## src/rtl/sfc_pkg.sv

```systemverilog
package sfc_pkg;
  localparam int RES_W      = 13;
  localparam int HI_W       = 8;
  localparam int LO_W       = 5;
  localparam int FAST_SHIFT = 2;
  localparam int FAST_W     = RES_W - FAST_SHIFT;

  typedef struct packed {
    logic clearCnt;
    logic countEn;
    logic latchRes;
  } sfcStrobes_t;
endpackage

```

## src/rtl/sfc_control.sv

```systemverilog
module sfc_control
  import sfc_pkg::*;
#(
  parameter int WIN_TICKS    = 320000,
  parameter int PERIOD_TICKS = 327680
) (
  input  logic        clk,
  input  logic        rstN,
  input  logic        fastMode,
  output sfcStrobes_t strobes,
  output logic        modeFast
);
  localparam int FAST_WIN    = WIN_TICKS / 4;
  localparam int FAST_PERIOD = PERIOD_TICKS / 4;
  localparam int PH_W        = $clog2(PERIOD_TICKS + 1);

  logic [PH_W-1:0] phase;
  logic [PH_W-1:0] winLen;
  logic [PH_W-1:0] lastPh;
  logic            modeQ;
  logic            modeChange;
  logic            periodEnd;

  always_comb begin
    modeChange       = (fastMode != modeQ);
    winLen           = modeQ ? PH_W'(FAST_WIN) : PH_W'(WIN_TICKS);
    lastPh           = modeQ ? PH_W'(FAST_PERIOD - 1) : PH_W'(PERIOD_TICKS - 1);
    periodEnd        = (phase == lastPh);
    strobes.countEn  = !modeChange && (phase < winLen);
    strobes.latchRes = !modeChange && (phase == winLen);
    strobes.clearCnt = modeChange || periodEnd;
  end

  always_ff @(posedge clk or negedge rstN) begin
    if (!rstN) begin
      phase <= '0;
      modeQ <= 1'b0;
    end else begin
      modeQ <= fastMode;
      if (modeChange || periodEnd) phase <= '0;
      else                         phase <= phase + 1'b1;
    end
  end

  assign modeFast = modeQ;
endmodule

```

## src/rtl/sfc_datapath.sv

```systemverilog
module sfc_datapath
  import sfc_pkg::*;
#(
  parameter int SYNC_STAGES = 2
) (
  input  logic             clk,
  input  logic             rstN,
  input  logic             hsyncIn,
  input  sfcStrobes_t      strobes,
  input  logic             modeFast,
  output logic [RES_W-1:0] result,
  output logic             resultValid
);
  localparam logic [RES_W-1:0] FULL_CAP = {RES_W{1'b1}};
  localparam logic [RES_W-1:0] FAST_CAP = RES_W'((1 << FAST_W) - 1);

  logic [SYNC_STAGES-1:0] syncQ;
  logic [SYNC_STAGES-1:0] syncNext;
  logic                   prevQ;
  logic                   rise;
  logic [RES_W-1:0]       edgeCnt;
  logic [RES_W-1:0]       capVal;
  logic [RES_W-1:0]       resultQ;
  logic                   validQ;

  generate
    if (SYNC_STAGES == 1) begin : gSyncOne
      assign syncNext = hsyncIn;
    end else begin : gSyncChain
      assign syncNext = {syncQ[SYNC_STAGES-2:0], hsyncIn};
    end
  endgenerate

  always_ff @(posedge clk or negedge rstN) begin
    if (!rstN) begin
      syncQ <= '0;
      prevQ <= 1'b0;
    end else begin
      syncQ <= syncNext;
      prevQ <= syncQ[SYNC_STAGES-1];
    end
  end

  assign rise   = syncQ[SYNC_STAGES-1] & ~prevQ;
  assign capVal = modeFast ? FAST_CAP : FULL_CAP;

  always_ff @(posedge clk or negedge rstN) begin
    if (!rstN)                 edgeCnt <= '0;
    else if (strobes.clearCnt) edgeCnt <= '0;
    else if (strobes.countEn && rise && (edgeCnt < capVal))
      edgeCnt <= edgeCnt + 1'b1;
  end

  always_ff @(posedge clk or negedge rstN) begin
    if (!rstN) begin
      resultQ <= '0;
      validQ  <= 1'b0;
    end else begin
      validQ <= strobes.latchRes;
      if (strobes.latchRes)
        resultQ <= modeFast ? {edgeCnt[FAST_W-1:0], {FAST_SHIFT{1'b0}}} : edgeCnt;
    end
  end

  assign result      = resultQ;
  assign resultValid = validQ;
endmodule

```

## src/rtl/sync_freq_counter.sv

```systemverilog
module sync_freq_counter
  import sfc_pkg::*;
#(
  parameter int WIN_TICKS    = 320000,
  parameter int PERIOD_TICKS = 327680,
  parameter int SYNC_STAGES  = 2
) (
  input  logic            clk,
  input  logic            rstN,
  input  logic            hsyncIn,
  input  logic            fastMode,
  output logic [HI_W-1:0] freqHigh,
  output logic [LO_W-1:0] freqLow,
  output logic            resultValid
);
  sfcStrobes_t      strobes;
  logic             modeFast;
  logic [RES_W-1:0] result;

  sfc_control #(
    .WIN_TICKS    (WIN_TICKS),
    .PERIOD_TICKS (PERIOD_TICKS)
  ) ctl_i (
    .clk      (clk),
    .rstN     (rstN),
    .fastMode (fastMode),
    .strobes  (strobes),
    .modeFast (modeFast)
  );

  sfc_datapath #(
    .SYNC_STAGES (SYNC_STAGES)
  ) dp_i (
    .clk         (clk),
    .rstN        (rstN),
    .hsyncIn     (hsyncIn),
    .strobes     (strobes),
    .modeFast    (modeFast),
    .result      (result),
    .resultValid (resultValid)
  );

  assign freqHigh = result[RES_W-1:LO_W];
  assign freqLow  = result[LO_W-1:0];
endmodule

```

## config.mk

```make
export PLATFORM = sky130hd
export DESIGN_NAME = sync_freq_counter
export DESIGN_NICKNAME = d
export VERILOG_FILES = /design/src/rtl/sfc_pkg.sv /design/src/rtl/sfc_control.sv /design/src/rtl/sfc_datapath.sv /design/src/rtl/sync_freq_counter.sv
export SDC_FILE = /design/constraint.sdc
export NUM_CORES = 1
export LEC_CHECK = 0
export ABC_AREA = 0
export ABC_CLOCK_PERIOD_IN_PS = 3800
export BUFFER_PORTS_ARGS = -buffer_cell sky130_fd_sc_hd__buf_2
export CORE_UTILIZATION = 50
export DETAILED_ROUTE_END_ITERATION = 10
export GPL_ROUTABILITY_DRIVEN = 0
export PLACE_DENSITY = 0.69
export SETUP_SLACK_MARGIN = 0.4
export SYNTH_ARGS = -nofsm -noshare
export SYNTH_HDL_FRONTEND = slang
export SYNTH_HIERARCHICAL = 1
export SYNTH_SLANG_ARGS = --single-unit
export TNS_END_PERCENT = 20
```

## constraint.sdc

```tcl
create_clock -name clk -period 3.8 [get_ports clk]
set_clock_uncertainty 0.1 [all_clocks]
set_input_delay 0.19 -clock clk [delete_from_list [all_inputs] [get_ports clk]]
set_output_delay 0.19 -clock clk [all_outputs]
set_load 0.02 [all_outputs]
```

* Word level (Yosys, flattened, before mapping)
Cells that the tools add are included.
Cells by class: equal/unequal tests 3, muxes and demuxes 7, $lt $le $gt $ge 2, reduce and logical (&&, ||, !) cells 7, $add $sub $neg 2, bitwise gates (word level) 2
Operators with widths (number):
- two-way mux 19 bit | 3
- two-way mux 13 bit | 4
- == test 19 bit | 2
- adder 19 x 1 -> 19 bit, second input constant | 1
- < comparator 19 bit | 1
- adder 13 x 1 -> 13 bit, second input constant | 1
- < comparator 13 bit | 1
- logical AND 1 bit | 4
- nonzero test 2 bit | 1
- AND 1 bit | 1
- logical NOT 1 bit | 1
- logical OR 1 bit | 1
- inequality test 1 bit | 1
- NOT 1 bit | 1
Word-level totals: output and inout bits 14, register bits 50

* Logic depth before layout (Yosys ltp)
Gate-level depths: netlist of the first run.
depth after elaboration 7, gate-level depth with buffers 11

* By module
The synthesis of the first run kept the hierarchy.
By module, submodules not included:
- sfc_datapath | area an instance 1493.9 µm², cells an instance 145, times used 1
- sfc_control | area an instance 1216.2 µm², cells an instance 123, times used 1

* Worst setup path before layout of the first run
OpenSTA, ideal clock, no wires.
path kind register -> register, from reg ctl_i.modeQ (netlist: ctl_i/modeFast), to reg dp_i.edgeCnt[12], path buffers 1, clock period less this slack 2.855 ns, cell stages (with the launch flop) 11, slack 0.945 ns, required time 3.575 ns, arrival 2.631 ns, cell sequence dfrtp_1 > inv_1 > ha_1 > a211o_1 > a211o_1 > a21oi_1 > and4bb_2 > nand3_1 > buf_6 > nor4_1 > mux2_2
RTL lines:
- from (decl) | line sfc_control.sv:20 | logic modeQ;
- from (signal assigned) | line sfc_control.sv:39 | modeQ <= fastMode;
- to (signal assigned) | line sfc_datapath.sv:51 | edgeCnt <= edgeCnt + 1'b1;
- to (decl) | line sfc_datapath.sv:21 | logic [RES_W-1:0] edgeCnt;

==> results of run 1 <==
-- worst max-delay path: stages, from the launching register on --
cell	delay (ns)
dfrtp_1	0.52
inv_1	0.14
ha_1	0.32
a211o_1	0.26
a211o_1	0.28
a21oi_1	0.10
and4bb_2	0.30
nand3_1	0.28
or4_1	0.58
a21oi_1	0.14
-- routing by layer --
metal  track usage (%)  vias to the layer above  share of wire [%]
li1                  -                     1004                  -
met1             30.67                      968                 50
met5                 0                        -                  0
met3             3.968                        5                3.8
met4             7.819                        0                1.0
met2             30.95                       32                 45
-- kinds of logic (layout without fill, tap and decap cells) --
family	count (synthesis)	count (layout)	share of synthesized area (%)
DFF	50	50	46.17
adders and majority gates	13	13	6.002
and+or+nand+nor	103	103	21.93
xor gates and xnor gates	17	17	5.494
muxes	14	14	5.263
AOI/OAI and AO/OA	48	48	11.22
buffers and inverters	23	41	3.924
-- final cells by class --
type	instances	area, sq um	share of cell area [%]
well taps	70	87.58	2.962
multi-input cells	195	1359	45.96
repair buffers	22	127.6	4.317
inverters	13	48.80	1.650
clock buffers	6	82.58	2.793
flip-flops and latches	50	1251	42.32
-- what timing repair did --
| item | 4_1_cts | 5_1_grt |
|---|---|---|
| endpoints found under the setup margin | 0 | 0 |
| hold buffers | 2 | 0 |
| endpoints found under the hold margin | 2 | 0 |
-- final timing paths --
kind	endpoint	startpoint	slack, ns
max	dp_i/edgeCnt[6]$_DFFE_PN0P_	ctl_i/modeFast$_DFF_PN0_	0.70
min	ctl_i/phase[10]$_DFF_PN0_	rstN	-0.003
max reg2reg	dp_i/edgeCnt[6]$_DFFE_PN0P_	ctl_i/modeFast$_DFF_PN0_	0.70
min reg2reg	dp_i/syncQ[1]$_DFF_PN0_	dp_i/syncQ[0]$_DFF_PN0_	0.26
max in group asynchronous	dp_i/edgeCnt[10]$_DFFE_PN0P_	rstN	2.92
min in group clk	dp_i/syncQ[1]$_DFF_PN0_	dp_i/syncQ[0]$_DFF_PN0_	0.26
-- report_power, final --
part	switching (mW)	total (mW)	internal, mW
clock network	0.159	0.300	0.141
logic	0.0458	0.0711	0.0253
registers	0.0119	0.552	0.540
total	0.217	0.923	0.706
-- metrics by stage --
stage | cell area, sq um | worst slack, ns | utilization, % | cells
finish | 2957 | 0.6960 | 57.16 | 356
floorplan | 2710 | 0.9445 | - | 268
CTS | 2957 | 0.6824 | 57.16 | 356
global route | 2957 | 0.4580 | 57.16 | 356
detailed placement | 2854 | 0.6927 | 55.18 | 348
global placement | 2854 | 0.8016 | 55.18 | 348
-- synthesized netlist by cell type, drive strengths merged (6+ instances only) --
master   n  area, sq um
clkbuf   6        22.52
nand2   15        56.30
mux2i   12        120.1
dfrtp   50         1251
nor4     8        56.30
nand3   10        60.06
nand4    8        80.08
ha      13        162.7
nor2    33        123.9
a21oi   22        113.9
o21ai   11        66.32
xnor2   13        113.9
or3      8        55.05
inv     13        48.80
-- flip-flops by register name, summed over array words and instances (netlist names) --
name / flops
ctl_i/modeFast: 1
ctl_i/phase: 19
dp_i/edgeCnt: 13
dp_i/prevQ: 1
dp_i/result: 13
dp_i/resultValid: 1
dp_i/syncQ: 2
==> out/qor.txt, run 1 <==
clock-pin slew on the worst setup and hold paths = 0.09 ns
io pins = 18
routed vias/inst = 5.643
hold crit path type = in -> async
Post-synth EDFFs = 0
fin crit period = 3.104 ns
Detail Route Antenna Nets = 0
initial DRC count = 115
# H-tree levels = 2
Setup CP Type = reg -> reg
Starting Density = 52.39%
drt pass-1 iters = 4
max_cap viols = 0
Hold Vio Cnt, Final = 4
# DRC = 0
worst-path fanout max = 11
port bufs = 17
P_leak = 1.329 nW
post-CTS sizing = 0
first-pass GRT wire length = 8.928 mm
Worst Setup End Kind = register
antenna cell count = 0
Max-slew headroom = 26.41%
Post-Syn Area = 2710 sq um
Die Y = 75.62 um
Post-DP HPWL = 3.720 mm
r2r worst-path depth = 9
initial antenna violation count = 0
Synth Register Bits = 50
vias in the first global route = 1,847
total negative slack = 0 ns
commonest non-fill, non-tap cell in the layout = dfrtp_1
die width = 75.62 um
Mean Syn Cell Area = 10.11 sq um
Worst setup SP type = register
Root Buffer = clkbuf_8
P&R area growth vs syn = 9.095%
sequential fraction of the synthesis area = 46.17%
Max Clock Freq = 0.3222 GHz
critical path data arrival time = 3.22 ns
drt total wl = 5.195 mm
Tcrit/Tclk final = 81.69%
syn_nets = 285
Die ar. = 5718 sq um
VDD IR max = 0.0002152 V
most frequent cells in the layout = dfrtp_1 (50), nor2_1 (33), a21oi_1 (21), buf_2 (17), nand2_1 (15)
CTS tree = done
Netlist cell types = 48
total setup buffers inserted after CTS = 0
GRT Residual Overflow = 0
setup violators final = 0
CP required = 3.92 ns
failing checks = hold timing
clk buf depth = 2
ys flop type = dfrtp_1
latest clock arrival within the worst-skew pair = 0.30 ns
WL per Instance = 14.59 um
Rows = 26
Syn Inst Count = 268
Power Density = 312.1 nW/um^2
layout cell share with drive strength beyond 1 = 14.34%
outcome = complete, but fails checks
Num CTS Buffers = 5
Slew Viols, Final = 0
RSZ-0062 raised after global routing = false
all-layer global routing usage = 21.00%
Final nets = 304
via count = 2,009
WHS = -0.003093 ns
worst slew pin tran = 1.104 ns
largest net degree at the start of global routing = 51
FFs w/ async S/R, synth = 100.0%
Warnings, synthesis = 6
core box area = 5172 sq um
CTS sink count = 50
number of fill cells = 458
Power Total = 0.9229 mW
No activity file was read; power rests on OpenSTA's default activity.
==> run 2: changes to the inputs <==
ABC_CLOCK_PERIOD_IN_PS = 2800   (was 3800)
PLACE_DENSITY = 0.71   (was 0.69)
clock period = 2.8 ns   (was 3.8 ns; I/O delays follow)
==> out/qor.txt, run 2 (synthesis results as in run 1) <==
Starting Density = 52.39%
drt total wl = 5.342 mm
placed instance area = 2917 sq um
die width = 75.62 um
first-pass GRT wire length = 8.625 mm
commonest non-fill, non-tap cell in the layout = dfrtp_1
P&R area growth vs syn = 15.56%
Finished Cell Area = 3132 sq um
Die Y = 75.62 um
via count = 2,029
Setup CP Type = reg -> reg
Critical Path Max Stage Delay = 0.48 ns
core box area = 5172 sq um
Tcrit/Tclk final = 94.47%
Detail Route Antenna Nets = 0
# H-tree levels = 2
Max-slew headroom = 49.65%
largest net degree at the start of global routing = 36
P_leak = 1.382 nW
GRT Residual Overflow = 0
most frequent cells in the layout = dfrtp_1 (49), nor2_1 (33), a21oi_1 (19), buf_2 (17), nand2_1 (15)
number of cells on the critical path = 10
Num CTS Buffers = 5
clk buf depth = 2
worst slew pin tran = 0.7552 ns
initial DRC count = 113
number of fill cells = 425
port bufs = 17
worst-path fanout max = 8
latest clock arrival within the worst-skew pair = 0.30 ns
fin crit period = 2.645 ns
setup violators final = 0
routed vias/inst = 5.514
total negative slack = 0 ns
max FFs per register = 19
CP required = 2.94 ns
Die ar. = 5718 sq um
Post-DP HPWL = 3.697 mm
CP Cell Sequence = inv_4, ha_4, a211o_1, a211o_1, a21oi_2, and4bb_2, nand3_4, buf_6, or3_4, a21oi_2
antenna cell count = 0
Top delay family on crit path = simple AND/OR/NAND/NOR gates
RSZ-0062 raised after global routing = true
# DRC = 0
max_cap viols = 0
Power Density = 408.3 nW/um^2
Max Clock Freq = 0.3781 GHz
Rows = 26
Most flops, register = ctl_i/phase
VDD IR max = 0.0002236 V
worst path bufs/invs = 2
Final nets = 314
critical path data arrival time = 2.79 ns
Hold Vio Cnt, Final = 0
Worst setup SP type = register
Hold Path Stages = 0
hold crit path type = reg -> reg
drt pass-1 iters = 4
clock-pin slew on the worst setup and hold paths = 0.09 ns
initial antenna violation count = 0
Root Buffer = clkbuf_8
r2r worst-path depth = 10
CP max-delay cell = dfrtp_2
all-layer global routing usage = 20.23%
vias in the first global route = 1,791
Slew Viols, Final = 0
Worst Setup End Kind = register
CTS tree = done
WL per Instance = 14.52 um
layout cell share with drive strength beyond 1 = 21.48%
outcome = complete, no violations
CTS sink count = 50
io pins = 18
[run 2: changes by cell type in the layout (fill, tap and decap cells not counted), sizes merged]
cell         before  now
dlygate4sd3       2    3
buf              20   29
clkbuf            6    5
clkinvlp          0    1
clkinv            0    2
[run 2: timing repair]
action,in CTS,in global routing
setup endpoints to repair,13,18
hold buffers,3,0
buffers inserted,4,0
hold endpoints to repair,36,0
resized for setup,3,10
pin swaps,8,6
[run 2: worst reg2reg max path: cells and delay by family (launching register included)]
| kind | cells | cell delay, ns |
|---|---|---|
| compound gates | 4 | 0.75 |
| fa+ha+maj | 1 | 0.20 |
| buf+inv | 2 | 0.24 |
| flops | 1 | 0.48 |
| simple gates | 3 | 0.83 |
[run 2: cell type report]
| class | instances | area, sq um | share of cell area, % |
|---|---|---|---|
| inverters | 13 | 51.30 | 1.638 |
| flip-flops and latches | 50 | 1252 | 39.99 |
| multi-input cells | 195 | 1434 | 45.79 |
| clock buffers | 5 | 68.82 | 2.197 |
| well taps | 70 | 87.58 | 2.797 |
| repair buffers | 32 | 216.5 | 6.912 |
| clock inverters | 3 | 21.27 | 0.6792 |
[run 2: worst paths after layout]
path | slack (ns) | to | start
max | 0.15 | dp_i/edgeCnt[2]$_DFFE_PN0P_ | ctl_i/modeFast$_DFF_PN0_
min | 0.26 | dp_i/syncQ[1]$_DFF_PN0_ | dp_i/syncQ[0]$_DFF_PN0_
max reg2reg | 0.15 | dp_i/edgeCnt[2]$_DFFE_PN0P_ | ctl_i/modeFast$_DFF_PN0_
min reg2reg | 0.26 | dp_i/syncQ[1]$_DFF_PN0_ | dp_i/syncQ[0]$_DFF_PN0_
max in group asynchronous | 1.56 | dp_i/result[11]$_DFFE_PN0P_ | rstN
min in group asynchronous | 0.33 | ctl_i/phase[1]$_DFF_PN0_ | rstN
[run 2: where the power goes]
part	switching, mW	internal (mW)
sequential	0.0163	0.733
clock	0.246	0.176
combinational	0.0661	0.0417
total	0.328	0.950
[run 2: stage by stage]
stage | hold WS, ns | instances | util [%] | setup slack (ns) | total power, mW
2_1_floorplan | -0.2556 | 268 | - | 0.1933 | 0.8240
3_3_place_gp | 0.1498 | 353 | 56.39 | 0.1067 | 0.8593
3_5_place_dp | 0.1493 | 353 | 56.39 | 0.04522 | 0.8614
4_1_cts | 0.2597 | 368 | 59.63 | 0.1625 | 1.291
5_1_grt | 0.2803 | 368 | 60.55 | 0.03307 | 1.339
6_report | 0.2598 | 368 | 60.55 | 0.1549 | 1.279
[run 2: routing by layer]
metal | up-vias | global-route usage, % | share of wire, %
met5 | - | 0 | 0
met4 | 0 | 6.173 | 0.51
met3 | 2 | 3.571 | 2.2
met2 | 20 | 31.55 | 47
met1 | 976 | 28.78 | 50
li1 | 1031 | - | -
